[src/rtl/i2cr_pkg.sv]
package i2cr_pkg;

  typedef enum logic [2:0] {
    ST_IDLE   = 3'd0,
    ST_SETTLE = 3'd1,
    ST_CHECK  = 3'd2,
    ST_PULSE  = 3'd3,
    ST_FINISH = 3'd4
  } rec_state_t;

  // Width able to hold values 0..n
  function automatic int unsigned cnt_width(input int unsigned n);
    int unsigned w;
    w = $clog2(n + 1);
    return (w < 1) ? 1 : w;
  endfunction

  function automatic int unsigned max_u(input int unsigned a, input int unsigned b);
    return (a > b) ? a : b;
  endfunction

  // Bus is idle only with both lines high
  function automatic logic lines_free(input logic scl, input logic sda);
    return scl & sda;
  endfunction

endpackage

[src/rtl/i2cr_sync.sv]
module i2cr_sync #(
  parameter int unsigned STAGES = 2
) (
  input  logic clk,
  input  logic rst_n,
  input  logic d_in,
  output logic q_out
);
  logic [STAGES-1:0] chain_q;

  generate
    for (genvar g = 0; g < STAGES; g++) begin : g_stage
      if (g == 0) begin : g_first
        always_ff @(posedge clk or negedge rst_n) begin
          if (!rst_n) chain_q[0] <= 1'b1;
          else        chain_q[0] <= d_in;
        end
      end else begin : g_next
        always_ff @(posedge clk or negedge rst_n) begin
          if (!rst_n) chain_q[g] <= 1'b1;
          else        chain_q[g] <= chain_q[g-1];
        end
      end
    end
  endgenerate

  assign q_out = chain_q[STAGES-1];
endmodule

[src/rtl/i2cr_timer.sv]
module i2cr_timer #(
  parameter int unsigned WIDTH = 11
) (
  input  logic             clk,
  input  logic             rst_n,
  input  logic             load,
  input  logic [WIDTH-1:0] load_val,
  output logic             expired
);
  logic [WIDTH-1:0] cnt_q;

  always_ff @(posedge clk or negedge rst_n) begin
    if (!rst_n)                cnt_q <= '0;
    else if (load)             cnt_q <= load_val;
    else if (cnt_q != '0)      cnt_q <= cnt_q - 1'b1;
  end

  assign expired = (cnt_q == '0);
endmodule

[src/rtl/i2cr_try_counter.sv]
module i2cr_try_counter #(
  parameter int unsigned LIMIT = 100
) (
  input  logic clk,
  input  logic rst_n,
  input  logic clear,
  input  logic incr,
  output logic at_limit
);
  import i2cr_pkg::*;
  localparam int unsigned CW = cnt_width(LIMIT);

  logic [CW-1:0] tries_q;

  always_ff @(posedge clk or negedge rst_n) begin
    if (!rst_n)     tries_q <= '0;
    else if (clear) tries_q <= '0;
    else if (incr)  tries_q <= tries_q + 1'b1;
  end

  assign at_limit = (tries_q == CW'(LIMIT));

  // the pulse tally never passes the budget
  assert_pulse_cap_R7: assert property (@(posedge clk) disable iff (!rst_n)
    tries_q <= CW'(LIMIT));
  // no further pulse is requested once the budget is used
  assert_no_incr_at_limit_R7: assert property (@(posedge clk) disable iff (!rst_n)
    at_limit |-> !incr);
endmodule

[src/rtl/i2c_bus_unstick.sv]
module i2c_bus_unstick #(
  parameter int unsigned PULSE_CYCLES  = 1250,
  parameter int unsigned SETTLE_CYCLES = 4,
  parameter int unsigned MAX_PULSES    = 100,
  parameter int unsigned SYNC_STAGES   = 2
) (
  input  logic clk,
  input  logic rst_n,
  input  logic recover_req,
  input  logic scl_in,
  input  logic sda_in,
  output logic scl_drive_low,
  output logic sda_drive_low,
  output logic ctrl_reset,
  output logic ctrl_reinit,
  output logic recover_done,
  output logic recover_ok,
  output logic recover_fail
);
  import i2cr_pkg::*;

  // Settle must cover the synchroniser latency
  localparam int unsigned SETTLE_EFF = max_u(max_u(SETTLE_CYCLES, SYNC_STAGES + 1), 1);
  localparam int unsigned PULSE_EFF  = max_u(PULSE_CYCLES, 1);
  localparam int unsigned TW         = cnt_width(max_u(PULSE_EFF, SETTLE_EFF));

  rec_state_t state_q, state_d;
  logic scl_sync, sda_sync;
  logic bus_free;
  logic tmr_load, tmr_expired;
  logic [TW-1:0] tmr_val;
  logic at_limit;
  logic start_ev;      // request accepted
  logic chk_busy;      // test found a stuck bus
  logic go_pulse;      // stuck bus and budget left
  logic give_up;       // stuck bus and budget used
  logic chk_free;      // test found a free bus
  logic ok_q, fail_q;

  i2cr_sync #(.STAGES(SYNC_STAGES)) u_sync_scl (
    .clk(clk), .rst_n(rst_n), .d_in(scl_in), .q_out(scl_sync));
  i2cr_sync #(.STAGES(SYNC_STAGES)) u_sync_sda (
    .clk(clk), .rst_n(rst_n), .d_in(sda_in), .q_out(sda_sync));

  assign bus_free = lines_free(scl_sync, sda_sync);

  assign start_ev = (state_q == ST_IDLE) && recover_req;
  assign chk_free = (state_q == ST_CHECK) && bus_free;
  assign chk_busy = (state_q == ST_CHECK) && !bus_free;
  assign go_pulse = chk_busy && !at_limit;
  assign give_up  = chk_busy && at_limit;

  i2cr_try_counter #(.LIMIT(MAX_PULSES)) u_tries (
    .clk(clk), .rst_n(rst_n), .clear(start_ev), .incr(go_pulse), .at_limit(at_limit));

  // Timer is reloaded on entry to each timed state
  assign tmr_load = start_ev || go_pulse || ((state_q == ST_PULSE) && tmr_expired);
  assign tmr_val  = go_pulse ? TW'(PULSE_EFF - 1) : TW'(SETTLE_EFF - 1);

  i2cr_timer #(.WIDTH(TW)) u_timer (
    .clk(clk), .rst_n(rst_n), .load(tmr_load), .load_val(tmr_val), .expired(tmr_expired));

  always_comb begin
    state_d = state_q;
    unique case (state_q)
      ST_IDLE:   if (recover_req) state_d = ST_SETTLE;
      ST_SETTLE: if (tmr_expired) state_d = ST_CHECK;
      ST_CHECK: begin
        if (bus_free || at_limit) state_d = ST_FINISH;
        else                      state_d = ST_PULSE;
      end
      ST_PULSE:  if (tmr_expired) state_d = ST_SETTLE;
      ST_FINISH: state_d = ST_IDLE;
      default:   state_d = ST_IDLE;
    endcase
  end

  always_ff @(posedge clk or negedge rst_n) begin
    if (!rst_n) state_q <= ST_IDLE;
    else        state_q <= state_d;
  end

  always_ff @(posedge clk or negedge rst_n) begin
    if (!rst_n) begin
      ok_q   <= 1'b0;
      fail_q <= 1'b0;
    end else if (start_ev) begin
      ok_q   <= 1'b0;
      fail_q <= 1'b0;
    end else if (chk_free) begin
      ok_q   <= 1'b1;
    end else if (give_up) begin
      fail_q <= 1'b1;
    end
  end

  assign scl_drive_low = (state_q == ST_PULSE);
  assign sda_drive_low = 1'b0;
  assign ctrl_reset    = (state_q == ST_SETTLE) || (state_q == ST_CHECK) ||
                         (state_q == ST_PULSE);
  assign ctrl_reinit   = (state_q == ST_FINISH);
  assign recover_done  = (state_q == ST_FINISH);
  assign recover_ok    = ok_q;
  assign recover_fail  = fail_q;

  // every pulse is preceded by a test that saw a stuck bus
  assert_check_before_pulse_R4: assert property (@(posedge clk) disable iff (!rst_n)
    $rose(scl_drive_low) |-> $past(chk_busy));
  // the controller stays in reset while SCL is pulled
  assert_reset_during_pulse_R2: assert property (@(posedge clk) disable iff (!rst_n)
    scl_drive_low |-> ctrl_reset);
  // reset is released exactly as done rises
  assert_done_release_R2: assert property (@(posedge clk) disable iff (!rst_n)
    recover_done |-> (!ctrl_reset && $past(ctrl_reset)));
  // a done strobe carries exactly one result flag
  assert_done_status_R8: assert property (@(posedge clk) disable iff (!rst_n)
    recover_done |-> (recover_ok != recover_fail));
  // done never lasts two cycles
  assert_done_single_R8: assert property (@(posedge clk) disable iff (!rst_n)
    recover_done |=> !recover_done);
  // a pulse ends only when its timer ran out
  assert_pulse_len_R5: assert property (@(posedge clk) disable iff (!rst_n)
    $fell(scl_drive_low) |-> $past(tmr_expired));
endmodule

[config.mk]
export PLATFORM = sky130hd
export DESIGN_NAME = i2c_bus_unstick
export DESIGN_NICKNAME = d
export VERILOG_FILES = /design/src/rtl/i2cr_pkg.sv /design/src/rtl/i2cr_sync.sv /design/src/rtl/i2cr_timer.sv /design/src/rtl/i2cr_try_counter.sv /design/src/rtl/i2c_bus_unstick.sv
export SDC_FILE = /design/constraint.sdc
export NUM_CORES = 1
export LEC_CHECK = 0
export BUFFER_PORTS_ARGS = -buffer_cell sky130_fd_sc_hd__buf_4
export CAP_MARGIN = 20
export CORE_MARGIN = 3
export CORE_UTILIZATION = 45
export CTS_CLUSTER_DIAMETER = 30
export DETAILED_ROUTE_END_ITERATION = 7
export GPL_TIMING_DRIVEN = 1
export PLACE_DENSITY_LB_ADDON = 0.08
export SLEW_MARGIN = 20
export SYNTH_ARGS = -nofsm -noshare
export SYNTH_HDL_FRONTEND = slang
export SYNTH_SLANG_ARGS = --single-unit
[constraint.sdc]
create_clock -name clk -period 2.3 [get_ports clk]
set_clock_uncertainty 0.2 [all_clocks]
set_input_delay 0.345 -clock clk [delete_from_list [all_inputs] [get_ports clk]]
set_output_delay 0.345 -clock clk [all_outputs]
set_load 0.02 [all_outputs]
; ---- Word level (Yosys, flattened, before mapping)
; Index checks and enable logic that the tools add are counted.
[word_totals]
input_bits = 5
reg_bits = 27
elab_cells = 58
[classes]
eq_ne = 9
n_bitwise = 1
add_sub_neg = 2
n_mux = 15
n_reduce_logical = 22
[op_table]
columns = cell, n
row1 = 2-to-1 mux 11 bit, 3
row2 = 2-to-1 mux 7 bit, 2
row3 = 2-to-1 mux 3 bit, 4
row4 = case mux 3 bit (4 select lines), 1
row5 = zero test 11 bit, 1
row6 = nonzero test 11 bit, 1
row7 = subtractor 11 x 1 -> 11 bit (second input constant), 1
row8 = nonzero test 2 bit, 4
row9 = adder 7 x 1 -> 7 bit (second input constant), 1
row10 = equality test 7 bit (second input constant), 1
row11 = equality test 3 x 2 -> 1 bit (second input constant), 2
row12 = logical AND 1 bit, 6
row13 = inequality test 2 bit (second input constant), 3
row14 = logical OR 1 bit, 5
row15 = 2-to-1 mux 1 bit, 5
row16 = equality test 3 x 1 -> 1 bit (second input constant), 1
row17 = equality test 3 bit (second input constant), 1
row18 = zero test 3 bit, 1
row19 = AND reduction 3 bit, 1
row20 = zero test 1 bit, 2
row21 = inequality test 2 x 1 -> 1 bit (second input constant), 1
row22 = AND reduction 2 bit, 1
row23 = bitwise AND 1 bit, 1

; ---- Depth between registers and ports, before layout
; Gate-level depths: netlist of run 1.
[logic_depth]
word_depth = 7
ltp_mapped = 6
ltp_nobuf = 6

; ---- By module
; A second synthesis of run 1 with hierarchy kept.
[unflattened]
hier_cells = 137
hier_area_um2 = 1365.1
[by_module_without_submodules]
columns = mod, seq_area_each_um2, n_inst, cells_each, area_each_um2
row1 = i2cr_timer, 275.3, 1, 63, 626.9
row2 = i2cr_try_counter, 175.2, 1, 35, 341.6
row3 = i2c_bus_unstick, 125.1, 1, 35, 291.5
row4 = i2cr_sync, 52.6, 2, 2, 52.6

; ---- Worst setup path after synthesis of run 1
; No wires, ideal clock.
[synth_path]
path_kind = reg-to-reg
start = register u_timer.cnt_q[0]
end = register u_timer.cnt_q[10]
n_path_buf = 0
required_time_ns = 1.974
path_slack_ns = 0.381
setup_ns = 0.126
arrival_time_ns = 1.593
path_stages_with_launch = 7
cell_sequence = dfrtp_1 inv_1 ha_1 or4b_4 nor3b_2 mux2i_1 o21ai_1
[synth_between]
elab_chain_cells = 4
[synth_rtl]
columns = element, line
row1 = start: declaration, i2cr_timer.sv:10  ; logic [WIDTH-1:0] cnt_q;
row2 = start signal: assignment, i2cr_timer.sv:14  ; else if (load) cnt_q <= load_val;
row3 = start signal: assignment, i2cr_timer.sv:15  ; else if (cnt_q != '0) cnt_q <= cnt_q - 1'b1;
row4 = branches (longest 4 deep; another with subtractor 11 x 1 -> 11 bit), -
; Several ways; the timed one is not identified. The select of a mux whose other input is x is not followed.
; A chain may end at the register's enable or synchronous reset.

; ---- Worst setup path after layout of run 1
; Ends and elaborated chain as after synthesis.

==> impl_metrics.csv, run 1 <==
group,metric,value,unit
status,status,"completed",
run,max_cap_violations,0,
clocking,clk_latency,0.33,ns
floorplanning,die_w,62.5,um
timing,holdWs,0.168,ns
timing,setup_tns,0,ns
setup_path,cp-end-kind,"register",
routing,wl,2830,um
floorplanning,dieArea,3910,um2
global_route,use_met2,0.284,
clocking,path_clk_slew,0.15,ns
setup_path,arrival,2.11,ns
global_route,grtUsageMet3,0.0324,
clocking,h-tree-depth,1,
logic_synthesis,synth_edf_count,0,
clocking,cts.path.max_buffers,2,
floorplanning,core_area,2900,um2
clocking,root_buffer,"clkbuf_4",
power_and_ir_drop,peakVddDrop,646,uV
clocking,cts_resized,0,
timing,hold_viol,0,
clocking,cts_buffers,3,
timing,fmax,479,MHz
global_route,busiest_layer,"met2",
timing,tightestPinTransition,0.564,ns
power_and_ir_drop,p_per_area,1000,nW/um2
final_layout,seqCellArea,681,um2
timing,period_share,0.907,
power_and_ir_drop,power,1.60,mW
setup_path,crit_type,"reg -> reg",
final_layout,finish.instance_area,1590,um2
logic_synthesis,syn_area,1440,um2
global_route,grt_pass1_vias,1042,
final_layout,fillers,270,
global_route,grt_first_pass_wirelength,4950,um
logic_synthesis,synth-seq-cells,27,
logic_synthesis,syn-instance-count,138,
final_layout,layout_commonest_cell,"dfrtp_1",
logic_synthesis,synth_top_area_frac,0.400,
setup_path,setup.worst_path.start_class,"register",
final_layout,finalNetCount,162,
final_layout,drive_above_1_share,0.204,
routing,routedWlPerCell,14.6,um
logic_synthesis,seq_area_frac_synth,0.473,
setup_path,reg2reg_depth,6,
logic_synthesis,synth_ff_type,"dfrtp_1",
logic_synthesis,yosysTopAreaCell,"dfrtp_1",
logic_synthesis,synth_nets,147,
floorplanning,initial_core_util,0.496,
global_route,grtUsageTotal,0.155,
routing,drc,0,
logic_synthesis,avgSynthCellArea,10.4,um2
timing,slew_headroom,0.621,
timing,rsz0062_at_grt,"no",
timing,drv_slew,0,
placed_design,gp_congestion,0.867,
routing,drt_iter0_drc,43,
routing,vias,1051,
power_and_ir_drop,p_leak,0.689,nW
global_route,grt_max_degree,28,
final_layout,area_growth,10.8,%
global_route,met1_usage,0.190,
setup_path,path_max_fanout,5,
min_path,holdCritPathClass,"reg -> reg",
clocking,clkSinkCount,27,
logic_synthesis,ys_types,40,
final_layout,multi_input_area,698,um2
routing,vias_per_cell,5.42,
routing,antenna_left,0,
logic_synthesis,ys_warn_count,0,
placed_design,dpl-instance-area,1540,um2
floorplanning,rows,19,
min_path,hold_depth,0,
clocking,cts_tree,"yes",
routing,first_pass_iters,4,
logic_synthesis,async_flop_share,1.00,
global_route,antenna_found_initial,0,
setup_path,required,2.32,ns
timing,period_minus_slack,2.09,ns
floorplanning,pin_count,12,
floorplanning,die_y,62.5,um
timing,finalSetupViolCount,0,
global_route,grt_overflow,0,
placed_design,dp_hpwl,2050,um
final_layout,layout_common_cells,"23 x dfrtp_1, 14 x nor2_1, 11 x buf_4",
final_layout,antennaDiodeCount,0,
logic_synthesis,synth_area_leaders,"dfrtp_1 40%, dfstp_2 7.3%, nor2_1 3.7%",
final_layout,postLayoutCoreUtil,0.550,
placed_design,port_buffers,10,
logic make-up (layout without fill, tap and decap cells):
family / Yosys count / count (layout) / share of synthesized area
buf+inv: 10 / 24 / 0.0417
other cells: 1 / 1 / 0.00261
flops: 27 / 27 / 0.473
simple gates: 63 / 63 / 0.283
fa+ha+maj: 4 / 4 / 0.0348
compound gates: 22 / 22 / 0.0948
xor+xnor: 7 / 7 / 0.0426
mux: 4 / 4 / 0.0278
cell usage after synthesis, types with 2 or more instances:
| cell | count |
|---|---|
| nand2_1 | 10 |
| nor4_2 | 2 |
| nand3b_1 | 4 |
| dfstp_2 | 4 |
| ha_1 | 4 |
| nor3_1 | 3 |
| nand3_1 | 10 |
| a31oi_1 | 2 |
| o31ai_1 | 2 |
| nor2_1 | 14 |
| nor4_4 | 2 |
| o211ai_1 | 2 |
| xnor2_1 | 5 |
| nor3b_1 | 2 |
| buf_6 | 2 |
| inv_1 | 6 |
| dfrtp_1 | 23 |
| xor2_1 | 2 |
| mux2i_1 | 4 |
| o21ai_0 | 4 |
| nand2b_1 | 3 |
| buf_4 | 2 |
| and3_1 | 2 |
| a21oi_1 | 8 |
final cells by class:
class / count / share of cell area
clock buffers: 3 / 0.0141
clock inverters: 1 / 0.00314
inverters: 6 / 0.0141
multi-input cells: 101 / 0.438
flip-flops and latches: 27 / 0.427
well taps: 42 / 0.0330
repair buffers: 14 / 0.0706
critical path: stages (launching register included):
cell and delay (ns):
dfrtp_1 0.41, inv_1 0.12, ha_1 0.25, or4b_4 0.51, nor3b_2 0.21, mux2i_1 0.21
o21ai_1 0.07
metrics by stage:
step                std cells  setup slack (ns)
global placement          187             0.304
detailed placement        187             0.246
finish                    194             0.213
global route              194            0.0829
CTS                       194             0.213
floorplan                 138             0.381
path summary, 6_finish.rpt:
check                                      startpoint           endpoint  slack [ns]
worst max-delay path                 u_timer.cnt_q[0]  u_timer.cnt_q[10]        0.21
worst min-delay path            u_sync_sda.chain_q[0]   u_sync_sda.q_out        0.17
worst max register to register       u_timer.cnt_q[0]  u_timer.cnt_q[10]        0.21
worst min register to register  u_sync_sda.chain_q[0]   u_sync_sda.q_out        0.17
max in group asynchronous                       rst_n   u_sync_sda.q_out        1.35
min in group asynchronous                       rst_n   u_timer.cnt_q[7]        0.24
report_power, final:
| part | internal [mW] | switching, mW | leakage, nW | total (mW) |
|---|---|---|---|---|
| Combinational | 0.279 | 0.333 | 0.329 | 0.613 |
| Sequential | 0.613 | 0.165 | 0.342 | 0.778 |
| Clock | 0.0653 | 0.143 | 0.0177 | 0.208 |
registers in the layout, summed over array words and instances (netlist names):
| name | count |
|---|---|
| u_sync_sda.chain_q | 1 |
| recover_ok | 1 |
| u_tries.tries_q | 7 |
| u_sync_scl.chain_q | 1 |
| state_q | 3 |
| u_timer.cnt_q | 11 |
| recover_fail | 1 |
| u_sync_sda.q_out | 1 |
| u_sync_scl.q_out | 1 |
repair_timing:
item | 4_1_cts | 5_1_grt
endpoints found under the hold margin | 29 | 0
buffers inserted | 0 | 0
hold buffers | 3 | 0
routing by layer:
layer,vias to the layer above,part of all wire,wire length [um]
met3,2,0.023,65
met1,516,0.46,1300
met2,19,0.51,1440
met4,0,0.0046,13
met5,-,0,0
li1,514,-,-
(Power assumes the default switching activity.)
==> inputs of run 2 (changes only) <==
--- a/config.mk
+++ b/config.mk
@@ -12,7 +12,7 @@
 export CTS_CLUSTER_DIAMETER = 30
 export DETAILED_ROUTE_END_ITERATION = 7
 export GPL_TIMING_DRIVEN = 1
-export PLACE_DENSITY_LB_ADDON = 0.08
+export PLACE_DENSITY = 0.7
 export SLEW_MARGIN = 20
 export SYNTH_ARGS = -nofsm -noshare
 export SYNTH_HDL_FRONTEND = slang
==> run 2 against run 1 <==
Effect of this change: sequential power is essentially flat; largest cell class unchanged; critical path depth unchanged; clock power about the same; highest routed layer unchanged; wire length shrank 4.0%; worst setup slack worse by 0.0055 ns; utilization is the same; die area unchanged; via count is 1.8% higher; count of clock-buffer cells in the layout is the same; sequential share of layout area did not move; register-to-register slack about the same; design area did not move.
==> impl_metrics.csv, run 2 (synthesis gave the netlist of run 1 again) <==
group,metric,value,unit
status,status,"completed",
routing,drt_iter0_drc,64,
timing,finalSetupViolCount,0,
routing,drc,0,
final_layout,layout_commonest_cell,"dfrtp_1",
floorplanning,die_w,62.5,um
timing,slew_headroom,0.637,
clocking,cts.path.max_buffers,2,
timing,period_minus_slack,2.09,ns
setup_path,cp_slowest_cell,"or4b_4",
final_layout,seqCellArea,681,um2
floorplanning,pin_count,12,
setup_path,arrival,2.11,ns
clocking,cts_resized,0,
final_layout,finalNetCount,162,
power_and_ir_drop,p_leak,0.689,nW
setup_path,setup.worst_path.start_class,"register",
power_and_ir_drop,power,1.59,mW
global_route,grt_first_pass_wirelength,4890,um
clocking,path_clk_slew,0.14,ns
setup_path,path_max_fanout,5,
final_layout,layout_common_cells,"23 x dfrtp_1, 14 x nor2_1, 11 x buf_4",
floorplanning,core_area,2900,um2
floorplanning,die_y,62.5,um
floorplanning,initial_core_util,0.496,
timing,rsz0062_at_grt,"no",
timing,tightestPinTransition,0.540,ns
clocking,clkSinkCount,27,
routing,wl,2710,um
power_and_ir_drop,p_per_area,999,nW/um2
clocking,cts_buffers,3,
timing,fmax,478,MHz
setup_path,path_buf_inv,1,
min_path,holdCritPathClass,"reg -> reg",
routing,first_pass_iters,4,
setup_path,required,2.32,ns
timing,hold_viol,0,
final_layout,largest_reg_flops,11,
run,max_cap_violations,0,
global_route,grt_pass1_vias,1103,
global_route,grt_overflow,0,
setup_path,crit_path_max_incr_delay,0.51,ns
power_and_ir_drop,peakVddDrop,693,uV
floorplanning,rows,19,
clocking,cts_tree,"yes",
clocking,root_buffer,"clkbuf_4",
final_layout,antennaDiodeCount,0,
global_route,grtUsageTotal,0.153,
placed_design,pre_cts_ws,0.239,ns
global_route,antenna_found_initial,0,
setup_path,cp-end-kind,"register",
clocking,clk_latency,0.32,ns
final_layout,top_regs,"u_timer.cnt_q: 11 flops, u_tries.tries_q: 7 flops, state_q: 3 flops",
global_route,grt_max_degree,28,
final_layout,multi_input_area,698,um2
timing,setup_tns,0,ns
final_layout,area_growth,10.8,%
setup_path,critPathTopFamily,"simple AND/OR/NAND/NOR gates",
floorplanning,dieArea,3910,um2
setup_path,crit_type,"reg -> reg",
setup_path,worstPathCellList,"inv_1 -> ha_1 -> or4b_4 -> nor3b_2 -> mux2i_1 -> o21ai_1",
routing,vias_per_cell,5.52,
final_layout,top_register,"u_timer.cnt_q",
final_layout,fillers,265,
routing,vias,1070,
routing,routedWlPerCell,14.0,um
timing,setup_slack,0.207,ns
final_layout,drive_above_1_share,0.204,
placed_design,gp_congestion,0.880,
placed_design,port_buffers,10,
timing,period_share,0.910,
clocking,h-tree-depth,1,
placed_design,dp_hpwl,2030,um
routing,antenna_left,0,
setup_path,regToRegSetupSlack,0.21,ns
timing,drv_slew,0,
==> run 2: repair_timing <==
action,in CTS,in global routing
endpoints found under the hold margin,29,0
setup buffers,0,0
hold buffers,3,0
==> run 2: path summary, 6_finish.rpt <==
check,startpoint,to,cells past startpoint
hold reg to reg,u_sync_scl.chain_q[0],u_sync_scl.q_out,0
max in group asynchronous,rst_n,u_sync_sda.chain_q[0],2
min in group asynchronous,rst_n,u_timer.cnt_q[7],2
hold / removal,u_sync_scl.chain_q[0],u_sync_scl.q_out,0
setup / recovery,u_timer.cnt_q[0],u_timer.cnt_q[10],6
setup reg to reg,u_timer.cnt_q[0],u_timer.cnt_q[10],6
==> run 2: layer usage <==
metal / global-route usage / vias up / part of all wire
met1: 0.185 / 528 / 0.44
met5: 0 / - / 0
met3: 0.0324 / 2 / 0.041
met2: 0.282 / 24 / 0.52
met4: 0.0275 / 0 / 0.0048
li1: - / 516 / -
==> run 2: cell type report <==
type                       count  area share
multi-input combinational    101       0.438
sequential                    27       0.427
timing repair buffer          14      0.0706
tap                           42      0.0330
clock buffer                   3      0.0141
inverter                       6      0.0141
clock inverter                 1     0.00314
==> run 2: power breakdown <==
| part | total (mW) | leakage (nW) | internal [mW] | switching (mW) |
|---|---|---|---|---|
| clock network | 0.205 | 0.0177 | 0.0652 | 0.140 |
| logic | 0.609 | 0.329 | 0.279 | 0.330 |
| registers | 0.779 | 0.342 | 0.613 | 0.165 |
==> run 2: metrics by stage <==
step                      area [um2]  hold WS, ns  instances  utilization
after floorplan                 1440       -0.151        138            -
after global placement          1540       0.0742        187        0.530
after detailed placement        1540       0.0757        187        0.530
after CTS                       1590        0.169        194        0.550
after global routing            1590        0.175        194        0.550
final                           1590        0.167        194        0.550
